### config.mk
export PLATFORM = sky130hd
export DESIGN_NAME = onoff_link_rx
export DESIGN_NICKNAME = d
export VERILOG_FILES = /design/src/rtl/onoff_link_pkg.sv /design/src/rtl/olr_store.sv /design/src/rtl/olr_read_ctrl.sv /design/src/rtl/olr_hold_gen.sv /design/src/rtl/olr_return_line.sv /design/src/rtl/onoff_link_rx.sv
export SDC_FILE = /design/constraint.sdc
export NUM_CORES = 1
export LEC_CHECK = 0
export ABC_AREA = 1
export BUFFER_PORTS_ARGS = -buffer_cell sky130_fd_sc_hd__buf_2
export CORE_UTILIZATION = 40
export CTS_CLUSTER_SIZE = 24
export DETAILED_ROUTE_END_ITERATION = 7
export GPL_TIMING_DRIVEN = 1
export PLACE_DENSITY_LB_ADDON = 0.2
export SETUP_SLACK_MARGIN = 0.05
export SLEW_MARGIN = 15
export SYNTH_ARGS = -nofsm -noshare
export SYNTH_HDL_FRONTEND = slang
export SYNTH_SLANG_ARGS = --single-unit
### constraint.sdc
create_clock -name clk -period 3.2 [get_ports clk]
set_input_delay 0.48 -clock clk [delete_from_list [all_inputs] [get_ports clk]]
set_output_delay 0.48 -clock clk [all_outputs]
set_load 0.03 [all_outputs]
### src/rtl/onoff_link_pkg.sv
package onoff_link_pkg;

  // Slots that must stay free when the hold decision is taken:
  // forward wire contents, phits launched while the hold travels back,
  // and phits launched during the sender's reaction time.
  function automatic int reserve_slots(input int wire_cyc, input int fc_cyc);
    return 2 * wire_cyc + fc_cyc;
  endfunction

  function automatic int addr_bits(input int depth);
    return (depth > 1) ? $clog2(depth) : 1;
  endfunction

  typedef enum logic {
    LINK_GO   = 1'b0,
    LINK_HOLD = 1'b1
  } link_ctl_e;

endpackage

### src/rtl/olr_store.sv
// Simple dual-port storage: one write port, one registered read port.
module olr_store #(
  parameter int DATA_W = 16,
  parameter int DEPTH  = 32,
  parameter int AW     = 5
) (
  input  logic              clk,
  input  logic              wr_en,
  input  logic [AW-1:0]     wr_addr,
  input  logic [DATA_W-1:0] wr_data,
  input  logic              rd_en,
  input  logic [AW-1:0]     rd_addr,
  output logic [DATA_W-1:0] rd_q
);

  logic [DATA_W-1:0] mem [DEPTH];

  always_ff @(posedge clk) begin
    if (wr_en) begin
      mem[wr_addr] <= wr_data;
    end
  end

  always_ff @(posedge clk) begin
    if (rd_en) begin
      rd_q <= mem[rd_addr];
    end
  end

endmodule

### src/rtl/olr_read_ctrl.sv
// Pointer management and the registered output stage of the queue.
module olr_read_ctrl #(
  parameter int DEPTH = 32,
  parameter int AW    = 5,
  parameter int CNT_W = 6
) (
  input  logic          clk,
  input  logic          rst,
  input  logic          wr_en,
  input  logic          deq_ready,
  output logic [AW-1:0] wr_addr,
  output logic [AW-1:0] rd_addr,
  output logic          rd_en,
  output logic          deq_valid,
  output logic          pop
);

  localparam logic [AW-1:0] LAST_ADDR = AW'(DEPTH - 1);

  logic [CNT_W-1:0] unread_q;
  logic [CNT_W-1:0] unread_d;
  logic             out_full_q;

  function automatic logic [AW-1:0] next_addr(input logic [AW-1:0] a);
    return (a == LAST_ADDR) ? '0 : a + AW'(1);
  endfunction

  assign pop   = out_full_q & deq_ready;
  assign rd_en = (unread_q != '0) & (~out_full_q | deq_ready);

  always_comb begin
    unread_d = unread_q;
    if (wr_en && !rd_en) begin
      unread_d = unread_q + CNT_W'(1);
    end else if (!wr_en && rd_en) begin
      unread_d = unread_q - CNT_W'(1);
    end
  end

  always_ff @(posedge clk) begin
    if (rst) begin
      wr_addr    <= '0;
      rd_addr    <= '0;
      unread_q   <= '0;
      out_full_q <= 1'b0;
    end else begin
      unread_q <= unread_d;
      if (wr_en) begin
        wr_addr <= next_addr(wr_addr);
      end
      if (rd_en) begin
        rd_addr    <= next_addr(rd_addr);
        out_full_q <= 1'b1;
      end else if (pop) begin
        out_full_q <= 1'b0;
      end
    end
  end

  assign deq_valid = out_full_q;

endmodule

### src/rtl/olr_hold_gen.sv
// Occupancy tracking and the hysteretic hold decision.
module olr_hold_gen #(
  parameter int DEPTH   = 32,
  parameter int RESERVE = 8,
  parameter int HYST    = 2,
  parameter int CNT_W   = 6
) (
  input  logic             clk,
  input  logic             rst,
  input  logic             wr_en,
  input  logic             pop,
  output logic [CNT_W-1:0] occ,
  output logic             hold
);

  import onoff_link_pkg::*;

  localparam logic [CNT_W-1:0] DEPTH_C = CNT_W'(DEPTH);
  localparam logic [CNT_W-1:0] ON_AT   = CNT_W'(RESERVE);
  localparam logic [CNT_W-1:0] OFF_ABV = CNT_W'(RESERVE + HYST);

  logic [CNT_W-1:0] occ_d;
  logic [CNT_W-1:0] free_d;
  link_ctl_e        ctl_q;
  link_ctl_e        ctl_d;

  always_comb begin
    occ_d = occ;
    if (wr_en && !pop) begin
      occ_d = occ + CNT_W'(1);
    end else if (!wr_en && pop) begin
      occ_d = occ - CNT_W'(1);
    end
  end

  assign free_d = DEPTH_C - occ_d;

  always_comb begin
    ctl_d = ctl_q;
    if (free_d <= ON_AT) begin
      ctl_d = LINK_HOLD;
    end else if (free_d > OFF_ABV) begin
      ctl_d = LINK_GO;
    end
  end

  always_ff @(posedge clk) begin
    if (rst) begin
      occ   <= '0;
      ctl_q <= LINK_GO;
    end else begin
      occ   <= occ_d;
      ctl_q <= ctl_d;
    end
  end

  assign hold = (ctl_q == LINK_HOLD);

endmodule

### src/rtl/olr_return_line.sv
// Register chain standing in for the return wire.
module olr_return_line #(
  parameter int STAGES = 3
) (
  input  logic clk,
  input  logic rst,
  input  logic d,
  output logic q
);

  generate
    if (STAGES == 0) begin : g_wire
      assign q = d;
    end else begin : g_chain
      logic [STAGES-1:0] sr;
      always_ff @(posedge clk) begin
        if (rst) begin
          sr <= '0;
        end else begin
          sr[0] <= d;
          for (int i = 1; i < STAGES; i++) begin
            sr[i] <= sr[i-1];
          end
        end
      end
      assign q = sr[STAGES-1];
    end
  endgenerate

endmodule

### src/rtl/onoff_link_rx.sv
module onoff_link_rx #(
  parameter int DATA_W   = 16,
  parameter int DEPTH    = 32,
  parameter int WIRE_CYC = 3,
  parameter int FC_CYC   = 2,
  parameter int HYST     = 2
) (
  input  logic              clk,
  input  logic              rst,
  input  logic              rx_valid,
  input  logic [DATA_W-1:0] rx_phit,
  output logic              deq_valid,
  input  logic              deq_ready,
  output logic [DATA_W-1:0] deq_phit,
  output logic              hold_req,
  output logic              hold_far
);

  import onoff_link_pkg::*;

  localparam int RESERVE = reserve_slots(WIRE_CYC, FC_CYC);
  localparam int AW      = addr_bits(DEPTH);
  localparam int CNT_W   = $clog2(DEPTH + 1);
  localparam logic [CNT_W-1:0] DEPTH_C = CNT_W'(DEPTH);

  logic [CNT_W-1:0] occ;
  logic             wr_en;
  logic             rd_en;
  logic             pop;
  logic [AW-1:0]    wr_addr;
  logic [AW-1:0]    rd_addr;

  // A phit offered with no room left is discarded rather than corrupting
  // stored data; the checker treats that case as a protocol violation.
  assign wr_en = rx_valid & (occ != DEPTH_C);

  olr_read_ctrl #(
    .DEPTH (DEPTH),
    .AW    (AW),
    .CNT_W (CNT_W)
  ) u_rdctl (
    .clk       (clk),
    .rst       (rst),
    .wr_en     (wr_en),
    .deq_ready (deq_ready),
    .wr_addr   (wr_addr),
    .rd_addr   (rd_addr),
    .rd_en     (rd_en),
    .deq_valid (deq_valid),
    .pop       (pop)
  );

  olr_store #(
    .DATA_W (DATA_W),
    .DEPTH  (DEPTH),
    .AW     (AW)
  ) u_store (
    .clk     (clk),
    .wr_en   (wr_en),
    .wr_addr (wr_addr),
    .wr_data (rx_phit),
    .rd_en   (rd_en),
    .rd_addr (rd_addr),
    .rd_q    (deq_phit)
  );

  olr_hold_gen #(
    .DEPTH   (DEPTH),
    .RESERVE (RESERVE),
    .HYST    (HYST),
    .CNT_W   (CNT_W)
  ) u_hold (
    .clk   (clk),
    .rst   (rst),
    .wr_en (wr_en),
    .pop   (pop),
    .occ   (occ),
    .hold  (hold_req)
  );

  olr_return_line #(
    .STAGES (WIRE_CYC)
  ) u_ret (
    .clk (clk),
    .rst (rst),
    .d   (hold_req),
    .q   (hold_far)
  );

endmodule

==> results.md <==
- Dpl hpwl: 32,000 microns
- Clock latency on the worst-skew pair: 0.61 ns
- Synth area leaders: edfxtp_1 (71%), nand2_1 (4.8%), nor2_1 (3.3%)
- Post-synth top area share: 70.7%
- Unrepaired setup endpoints after global routing: no
- PD cells: 793 mW/mm^2
- Critical R2R Launch: u_hold.occ[0]
- Routed length per instance: 22.1 microns
- Startpoint type of the worst setup path: flip-flop
- All-layer global routing usage: 20.5%
- Register share of total power: 41.8%
- GPL Wtd Cong: 0.777
- HP Class: primary input to flip-flop
- Iter 0 DRT Violations: 1,249
- Buffers added on ports: 38
- Internal power: 13,500 uW
- Vias in the first global route: 13,700
- Switching Share: 33.0%
- Final Hold Violating Endpoints: 0
- Min cycle time layout: 2.65 ns
- CTS tree: built
- CP endpoint: u_rdctl.unread_q[5]
- Via/cell ratio: 5.38
- Largest net degree at the start of global routing: 131
- Ys async rst share: 0%
- Clock skew: 0.0119 ns
- Required @ worst endpoint: 3.74 ns
- Area delta synth->final: 13.2%
- CTS H-tree depth: 2
- Synth Cell Area: 0.0224 sq mm
- Count of final setup violators: 0
- Die Y: 239 microns
- Leakage: 0.00882 uW
- Clock transition at path regs: 0.06 ns
- Clock root buffer: clkbuf_16
- Remaining Overflow, GRT: 0
- Total placed cells including tap cells: 2,505
- Area leader, netlist: edfxtp_1
- DRC Markers: 0
- TritonRoute pass-1 iters: 7
- Slew @ Worst Pin: 0.857 ns
- Reg2Reg Setup Slack: 0.55 ns
- Most frequent cell after synthesis: edfxtp_1
- Syn. warnings: 0
- TritonCTS Buffers: 58
- Kind of critical path: flip-flop to flip-flop
- Worst setup EP type: flip-flop
- Combinational Power Share: 25.8%
- Tcrit/Tclk final: 82.7%
- Post-Layout Cell Count: 2,615
- Reg-to-reg critical path endpoint: u_rdctl.unread_q[5]
- CP arrival: 3.18 ns
- Fill cells: 4,893
- Fin nets: 1,853
- Syn Nets: 1,798
- Setup bufs post-CTS: 0
- Clk sink count: 555
- Cts hold-fix bufs: 0
- Layout cells sized above 1: 10.8%
- Number of synthesized flops with an enable pin: 528
- Hold Slack: 0.190 ns
- Syn_area_per_cell: 12.7 sq um
- Routed WL: 57,700 microns
- Crit Path Max Fanout: 11
- Cells after synthesis: 1,762
- Worst R2R Path Depth: 15
- Site Rows: 86
- Synth Register Bits: 555
- Synth top cells by count: edfxtp_1 (528), nand2_1 (285), nor2_1 (199)
- Post-synthesis sequential area ratio: 73.2%
- Max-slew headroom: 42.5%
- Setup TNS: 0 ns
- Ys flop type: edfxtp_1
- Area of the core: 0.0552 sq mm
- Yosys cell types: 36
- Post-CTS Resized: 0
- Part of the power in the clock network: 32.4%
- Switching power: 6630 uW
- Crit path from: u_hold.occ[0]
- Maxcap violations: 0
- I/O Pins: 39
- Status: complete, no violations
- Die area: 0.0570 sq mm
- Slew Limit Fails: 0
- Die W: 239 microns
- First-pass GRT wire length: 86,600 microns
- VDD IR max: 0.000636 V
- Post-DRT Antenna Nets: 0
- Maximum clock path buffer count: 3
- DR vias: 14,100
- Initial antenna violation count: 0
- Peak Freq: 378 MHz
- Initial Util: 40.6%
[per-layer routing]
metal	vias to the layer above	global-route usage, %	wire length (microns)
met5	-	0	0
met4	0	7.19	1890
met3	95	3.09	3130
met2	419	33.8	27600
met1	7009	27.7	25100
li1	6550	-	-
[cells by family after synthesis]
family	count (synthesis)	synth area share [%]
fa+ha+maj	16	0.927
compound gates	347	9.46
buf+inv	180	3.81
xor+xnor	12	0.469
flops	555	73.2
simple gates	652	12.2
[critical path, stage by stage (launching register included)]
cell,delay (ns)
dfxtp_1,0.41
inv_1,0.12
ha_1,0.21
nand2_1,0.05
inv_1,0.06
nand3_4,0.09
nand2_4,0.11
inv_2,0.15
ha_1,0.20
inv_1,0.13
ha_1,0.39
a21oi_1,0.11
o211ai_1,0.19
xor2_1,0.17
nand2_1,0.06
a21oi_1,0.12
[state kept, by name, summed over array words and instances (netlist names)]
signal             count
u_rdctl.rd_addr        5
u_rdctl.wr_addr        5
u_hold.hold            1
u_store.rd_q          16
u_ret.g_chain.sr       3
u_rdctl.deq_valid      1
u_store.mem          512
u_hold.occ             6
u_rdctl.unread_q       6
[area by class of cell]
cell class                 count  area [sq um]  area share [%]
antenna                        1          2.50         0.00986
clock buffer                  73          1530            6.03
clock inverter                36           287            1.13
inverter                      73           282            1.11
multi-input combinational   1027          5180            20.4
sequential                   555         16400            64.6
tap                          748           936            3.69
timing repair buffer         102           758            2.99
[layout by cell type, fill, tap and decap left out, types with 25 or more instances in the layout]
cell type | Yosys | routed
buf_2 | 36 | 38
nor2_1 | 199 | 194
o21ai_0 | 133 | 133
nand3_1 | 134 | 134
clkinv_1 | 3 | 25
o221ai_1 | 64 | 64
edfxtp_1 | 528 | 528
a21oi_1 | 96 | 96
clkbuf_16 | 0 | 59
inv_1 | 65 | 65
buf_4 | 12 | 57
nand2_1 | 285 | 285
dfxtp_1 | 27 | 25
[stage by stage]
step / total power (uW) / cell area, sq um / utilization [%] / setup slack (ns)
global route: 21100 / 25400 / 46.0 / 0.299
global placement: 13800 / 23600 / 42.7 / 0.635
finish: 20100 / 25400 / 46.0 / 0.555
detailed placement: 13800 / 23600 / 42.7 / 0.586
floorplan: 12100 / 22400 / - / 0.819
CTS: 20300 / 25400 / 46.0 / 0.565
[power by group through the flow]
stage	Sequential (uW)	Combinational, uW	Clock, uW
3_3_place_gp	8560	5200	0
6_report	8410	5200	6510
5_1_grt	8430	5740	6900
2_1_floorplan	8750	3330	0
3_5_place_dp	8560	5260	0
4_1_cts	8410	5260	6630
[how the worst min path moves through the flow]
stage                        start                   to  slack, ns  cells after the start
6_report                 deq_ready    u_rdctl.deq_valid       0.19                      4
2_1_floorplan  u_ret.g_chain.sr[0]  u_ret.g_chain.sr[1]       0.39                      2
3_5_place_dp   u_ret.g_chain.sr[0]  u_ret.g_chain.sr[1]       0.40                      2
5_1_grt                  deq_ready    u_rdctl.deq_valid       0.21                      4
3_3_place_gp   u_ret.g_chain.sr[0]  u_ret.g_chain.sr[1]       0.40                      2
4_1_cts                  deq_ready    u_rdctl.deq_valid       0.15                      4
Note: power is estimated with default switching activity, not from simulation.
